File: config.mk
export PLATFORM = sky130hd
export DESIGN_NAME = ocp_hiccup_ctrl
export DESIGN_NICKNAME = d
export VERILOG_FILES = /design/src/rtl/ocp_pkg.sv /design/src/rtl/ocp_blank_timer.sv /design/src/rtl/ocp_restart_timer.sv /design/src/rtl/ocp_hiccup_ctrl.sv
export SDC_FILE = /design/constraint.sdc
export NUM_CORES = 1
export LEC_CHECK = 0
export BUFFER_PORTS_ARGS = -buffer_cell sky130_fd_sc_hd__buf_2
export CORE_MARGIN = 2
export CORE_UTILIZATION = 50
export DETAILED_ROUTE_END_ITERATION = 7
export PLACE_DENSITY_LB_ADDON = 0.3
export SYNTH_ARGS = -nofsm -noshare
export SYNTH_HDL_FRONTEND = slang
export SYNTH_SLANG_ARGS = --single-unit
File: constraint.sdc
create_clock -name clk -period 2.1 [get_ports clk]
set_input_delay 0 -clock clk [delete_from_list [all_inputs] [get_ports clk]]
set_output_delay 0 -clock clk [all_outputs]
set_load 0.02 [all_outputs]
File: src/rtl/ocp_pkg.sv
package ocp_pkg;
  typedef enum logic [1:0] {
    PH_IDLE = 2'd0,
    PH_LO   = 2'd1,
    PH_HI   = 2'd2,
    PH_OPEN = 2'd3
  } phase_e;
endpackage

File: src/rtl/ocp_blank_timer.sv
module ocp_blank_timer #(
  parameter int LIMIT = 8
) (
  input  logic clk,
  input  logic rst_n,
  input  logic clr,
  input  logic flag,
  output logic expired,
  output logic running
);
  localparam int CW = $clog2(LIMIT + 1);
  localparam logic [CW-1:0] LAST = CW'(LIMIT - 1);

  logic [CW-1:0] cnt_q;

  // The window completes on the edge that samples the flag for the LIMIT-th time in a row.
  assign expired = flag && (cnt_q == LAST);
  assign running = (cnt_q != '0);

  always_ff @(posedge clk or negedge rst_n) begin
    if (!rst_n)      cnt_q <= '0;
    else if (clr)    cnt_q <= '0;
    else if (flag)   cnt_q <= cnt_q + 1'b1;
    else             cnt_q <= '0;
  end
endmodule

File: src/rtl/ocp_restart_timer.sv
module ocp_restart_timer #(
  parameter int LEN = 136
) (
  input  logic clk,
  input  logic rst_n,
  input  logic start,
  output logic busy
);
  localparam int CW = $clog2(LEN + 1);
  localparam logic [CW-1:0] LOAD = CW'(LEN - 1);

  logic [CW-1:0] left_q;

  always_ff @(posedge clk or negedge rst_n) begin
    if (!rst_n) begin
      busy   <= 1'b0;
      left_q <= '0;
    end else if (busy) begin
      if (left_q == '0) busy <= 1'b0;
      else              left_q <= left_q - 1'b1;
    end else if (start) begin
      busy   <= 1'b1;
      left_q <= LOAD;
    end
  end
endmodule

File: src/rtl/ocp_hiccup_ctrl.sv
module ocp_hiccup_ctrl #(
  parameter int T1_BLANK     = 1000,
  parameter int T2_BLANK     = 20,
  parameter int RESTART_MULT = 17
) (
  input  logic       clk,
  input  logic       rst_n,
  input  logic       lo_trip_i,
  input  logic       hi_trip_i,
  output logic       dis_off_o,
  output logic [1:0] phase_o
);
  import ocp_pkg::*;

  localparam int NTIER   = 2;
  localparam int OFF_LEN = RESTART_MULT * T1_BLANK;
  localparam int LIMITS [NTIER] = '{T1_BLANK, T2_BLANK};

  logic [NTIER-1:0] flags, expired, running;
  logic             busy, trip;

  assign flags = {hi_trip_i, lo_trip_i};

  // A trip is taken only while the switch is closed. Both windows restart on a trip and throughout the open period.
  assign trip = !busy && (|expired);

  for (genvar t = 0; t < NTIER; t++) begin : g_tier
    ocp_blank_timer #(.LIMIT(LIMITS[t])) u_win (
      .clk     (clk),
      .rst_n   (rst_n),
      .clr     (busy | trip),
      .flag    (flags[t]),
      .expired (expired[t]),
      .running (running[t])
    );
  end

  ocp_restart_timer #(.LEN(OFF_LEN)) u_rst (
    .clk   (clk),
    .rst_n (rst_n),
    .start (trip),
    .busy  (busy)
  );

  phase_e phase;
  always_comb begin
    if (busy)            phase = PH_OPEN;
    else if (running[1]) phase = PH_HI;
    else if (running[0]) phase = PH_LO;
    else                 phase = PH_IDLE;
  end

  assign dis_off_o = busy;
  assign phase_o   = phase;
endmodule

== Yosys cells after proc, flatten, opt, wreduce, memory -nomap -nowiden ==
Index checks and enable logic that the tools add are counted.

* Multipliers: 0
* Bitwise operators: 1
* Muxes and demuxes: 13
* Eq/ne operators: 3
* Div/mod/pow operators: 0
* Magnitude comparators: 0
* Reduce and logical (&&, ||, !) cells: 10
* Shift-type cells: 0
* $add $sub $neg: 3

{| class="wikitable"
|+ Operators by type and width
! cell !! count
|-
| $mux 15 || 3
|-
| $mux 10 || 2
|-
| $logic_not 15->1 || 1
|-
| $sub 15x1->15 const B || 1
|-
| $add 10x1->10 const B || 1
|-
| $eq 10x10->1 const B || 1
|-
| $mux 5 || 2
|-
| $reduce_bool 10->1 || 1
|-
| $add 5x1->5 const B || 1
|-
| $eq 5x5->1 const B || 1
|-
| $reduce_bool 5->1 || 1
|-
| $mux 1 || 4
|-
| $mux 2 || 2
|-
| $logic_and 1x1->1 || 3
|-
| $ne 2x2->1 const B || 1
|-
| $reduce_and 2->1 || 1
|-
| $reduce_bool 2->1 || 1
|-
| $reduce_or 2->1 || 1
|-
| $logic_not 1->1 || 1
|-
| $or 1x1->1 || 1
|}

* RAM bits: 0
* Bits in latches: 0
* Input port bits: 4
* Output and inout bits: 3
* Memory bits (read-only): 0
* Memories kept: 0
* Register bits: 31

== Logic depth before layout (Yosys ltp) ==
* Word-level depth: 6
* Gate-level depth with buffers: 7

== Cells and area by module ==
Synthesis repeated with hierarchy kept, for this count alone.

* Cell total of the unflattened synthesis: 179
* Area, all modules: 1737.9 µm²

{| class="wikitable"
|+ Modules (own cells, without submodules)
! module !! instances !! cells each !! seq. area each (µm²) !! area each (µm²)
|-
| ocp_restart_timer || 1 || 91 || 400.4 || 897.1
|-
| ocp_blank_timer (g_tier[0].u_win) || 1 || 56 || 250.2 || 538.0
|-
| ocp_blank_timer (g_tier[1].u_win) || 1 || 26 || 125.1 || 271.5
|-
| ocp_hiccup_ctrl || 1 || 6 || 0.0 || 31.3
|}

== Least setup slack after synthesis ==
Ideal clock, no wire load.

* Kind: reg-to-reg
* Start point: register u_rst.left_q[0]
* End point: register u_rst.left_q[10]
* Stages on the path, launching flop included: 8
* Setup slack: 236 ps
* Clock period less this slack: 1864 ps
* Arrival: 1740 ps
* Path buffers: 1
* Data required time: 1976 ps
* Cells stage by stage: dfrtp_1 > inv_1 > ha_1 > nor4b_1 > and4_1 > buf_4 > nor4_1 > a211o_1

* Word-level cells in the longest chain between the ends: 3

{| class="wikitable"
|+ Ends and longest elaborated chain
! item !! line !! RTL
|-
| start, declared || ocp_restart_timer.sv:12 || <nowiki>logic [CW-1:0] left_q;</nowiki>
|-
| start signal, assigned || ocp_restart_timer.sv:20 || <nowiki>else left_q <= left_q - 1'b1;</nowiki>
|-
| $sub 15x1->15 or $logic_not 15->1 (tied branches) || ocp_restart_timer.sv:20, ocp_restart_timer.sv:19 ||
|-
| $mux 15 or $ne 2x2->1 (tied branches) || -- ||
|-
| $mux 15 or $reduce_and 2->1 (tied branches) || -- ||
|}

Parallel ways exist; a longest one is shown, timed or not. The select of a mux whose other input is x is not followed.
A chain may end at the register's enable or synchronous reset.

== Final worst setup path ==
* Start point: register u_rst.left_q[3]
* End point: register u_rst.left_q[8]

The elaborated chain is that of the path after synthesis.

==> results.sh <==
export IMPL_status="completed"
export IMPL_layout_nets=209
export IMPL_grt_pass1_wl_um=6240
export IMPL_finalHoldViolCount=0
export IMPL_yosys_top_cells_area="dfrtp_1 45%, nor2_1 5.4%, nand3_1 4.0%"
export IMPL_cp_required_ps=2320
export IMPL_endpoint_kind="register"
export IMPL_power_leakage_uw=0.000862
export IMPL_rsz0062_at_grt="false"
export IMPL_skew_ps=4.45
export IMPL_synth_compound_area_share_pct=13.8
export IMPL_crit_slowest_cell="or4_1"
export IMPL_grt_max_degree=32
export IMPL_clk_pin_slew_ps=100
export IMPL_peakVddDrop_mv=0.467
export IMPL_floorplan_core_area_um2=3340
export IMPL_io_pins=7
export IMPL_fin_hold_ws_ps=114
export IMPL_avgSynthCellArea_um2=9.62
export IMPL_drv_slew=0
export IMPL_die_w_um=63.0
export IMPL_antenna_found_initial=0
export IMPL_setup_viol=0
export IMPL_grt_pass1_vias=1388
export IMPL_hold_start="lo_trip_i"
export IMPL_synth_distinct_cells=47
export IMPL_rr_worst_depth=4
export IMPL_cp_max_fo=7
export IMPL_synthMuxAreaShare_pct=0.575
export IMPL_max_slew_margin_pct=54.0
export IMPL_die_area_um2=3970
export IMPL_rrSetupSlack_ps=220
export IMPL_clk_latency_ps=330
export IMPL_grt_overflow_total=0
export IMPL_synth_edff_count=0
export IMPL_routed_wl_um=3560
export IMPL_powerDensity_nw_per_um2=853
export IMPL_synth_ff_type="dfrtp_1"
export IMPL_drive_gt1_share_pct=13.9
export IMPL_grt_usage_pct=19.8
export IMPL_place_ws_ps=116
export IMPL_dp_hpwl_um=2560
export IMPL_dr_first_iter_drc_count=111
export IMPL_path_buf_inv=0
export IMPL_ys_top_cells_by_count="31 x dfrtp_1, 25 x nor2_1, 14 x nand3_1"
export IMPL_cts_sinks=31
export IMPL_synth_top_family_by_area="simple AND/OR/NAND/NOR gates"
export IMPL_yosysTopAreaCellShare_pct=44.5
export IMPL_hold_path_endpoint="u_rst.left_q[7]"
export IMPL_post_route_period_util_pct=89.7
export IMPL_cpLargestDelayFamily="compound AO/OA/AOI/OAI gates"
export IMPL_finalSetupTns_ps=0
export IMPL_async_flop_share_pct=100
export IMPL_drcViolationCount=0
export IMPL_slowest_delay_ps=550
export IMPL_synth_seq_cells=31
export IMPL_place_congestion=0.896
export IMPL_fmax_ghz=0.531
export IMPL_multiInputGateArea_um2=905
export IMPL_hold_path_class="in2reg"
export IMPL_num_vias=1438
export IMPL_vias_per_cell=5.82
export IMPL_synthToLayoutAreaGrowth_pct=13.9
export IMPL_synth_largest_area_cell="dfrtp_1"
export IMPL_synth_fp_nets=190
export IMPL_cts_tree="yes"
export IMPL_wl_per_cell_um=14.4
export IMPL_die_h_um=63.0
export IMPL_register_area_um2=776
export IMPL_r2r_end="u_rst.left_q[8]"
export IMPL_ant_nets=0
export IMPL_synth_warnings=0
export IMPL_drtPass1Iterations=4
export IMPL_startpoint_type="register"
export IMPL_htree_levels=2
export IMPL_yosysSeqAreaShare_pct=44.5
export IMPL_hold_path_depth=4
export IMPL_layout_setup_ws_ps=216
export IMPL_cp_cell_sequence="or4_1 -> a311o_1 -> mux2i_1 -> a211o_1"
export IMPL_cts_path_max_buffers=2
export IMPL_timing_rr_start="u_rst.left_q[3]"
export IMPL_maxCapViolCount=0
export IMPL_ctsRootBufferMaster="clkbuf_4"
export IMPL_synthAdderAreaFrac_pct=3.59
export IMPL_numCtsBuffers=5
export IMPL_synthSimpleGateAreaFrac_pct=27.5
export IMPL_antenna_cells=0
export IMPL_cts_setup_buffers=0
export IMPL_synthCells=181
export IMPL_rows=21
export IMPL_cp_arrival_ps=2100
export IMPL_yosysMostFrequentCell="dfrtp_1"
export IMPL_portBuffers=6
export IMPL_synth_xor_area_share_pct=6.03
export IMPL_setup_worst_path_class="reg2reg"
export IMPL_tightest_slew_ps=690
export IMPL_netlist_area_um2=1740
export IMPL_fin_crit_ps=1880
export IMPL_nFillCells=288
export IMPL_start_util_pct=52.2
metal layers:
layer / part of all wire [%] / up-vias / track usage, %
met1: 47 / 699 / 25.7
li1: - / 704 / -
met4: 1.2 / 0 / 7.78
met2: 48 / 29 / 31.8
met5: 0 / - / 0
met3: 3.8 / 6 / 4.68
worst register-to-register path, cell delays in order, from the launching register on:
cell     delay [ps]
dfrtp_1         470
or4_1           550
a311o_1         370
mux2i_1         130
a211o_1         260
sequential cells by signal (all words and copies together) (netlist names):
| name | flops |
|---|---|
| g_tier.u_win.cnt_q | 15 |
| u_rst.left_q | 15 |
| u_rst.busy | 1 |
stage by stage:
step / instance area, um2 / power, uW / utilization (%) / cells
detailed placement: 1870 / 1210 / 56.0 / 237
global route: 1980 / 1800 / 59.4 / 247
CTS: 1980 / 1700 / 59.2 / 247
floorplan: 1740 / 1070 / - / 181
global placement: 1870 / 1190 / 56.0 / 237
finish: 1980 / 1690 / 59.4 / 247
area by class of cell:
type / count / share of cell area (%)
Sequential cell: 31 / 39.1
Tap cell: 46 / 2.90
Multi-Input combinational cell: 133 / 45.6
Timing Repair Buffer: 16 / 5.55
Clock inverter: 2 / 1.77
Clock buffer: 6 / 2.59
Inverter: 13 / 2.46
placed cells by master, fill, tap and decap left out, drive strengths merged, types with 6 or more instances in the layout:
cell type  instances
inv               13
dfrtp             31
clkbuf             6
nand4              6
nand2             10
nor4               6
xnor2              7
nand3             14
nor2              25
buf               14
where the power goes:
group          internal [uW]  switching (uW)  total, uW  leakage [uW]
sequential               686             157        843      0.000397
combinational            178             186        365      0.000417
clock                    281             203        484     0.0000482
total                   1150             546       1690      0.000862
worst max-delay path by stage:
stage | startpoint | endpoint | cells after the start
floorplan | u_rst.left_q[0] | u_rst.left_q[10] | 7
global placement | u_rst.left_q[3] | u_rst.left_q[8] | 4
detailed placement | u_rst.left_q[0] | u_rst.left_q[0] | 6
CTS | u_rst.left_q[0] | u_rst.left_q[0] | 6
global route | u_rst.left_q[0] | u_rst.left_q[9] | 6
finish | u_rst.left_q[3] | u_rst.left_q[8] | 4
cells by family (layout without fill, tap and decap cells):
| logic type | count (synthesis) | in the layout |
|---|---|---|
| muxes | 1 | 1 |
| buffers and inverters | 17 | 37 |
| xor gates and xnor gates | 12 | 12 |
| DFF | 31 | 31 |
| and+or+nand+nor | 86 | 86 |
| adders and majority gates | 5 | 5 |
| AOI/OAI and AO/OA | 29 | 29 |
what timing repair did:
item                                    4_1_cts  5_1_grt
hold buffers                                  2        0
endpoints found under the hold margin        36        0
resized for setup                             0        2
endpoints found under the setup margin        0        8
No activity file was read; power rests on OpenSTA's default activity.
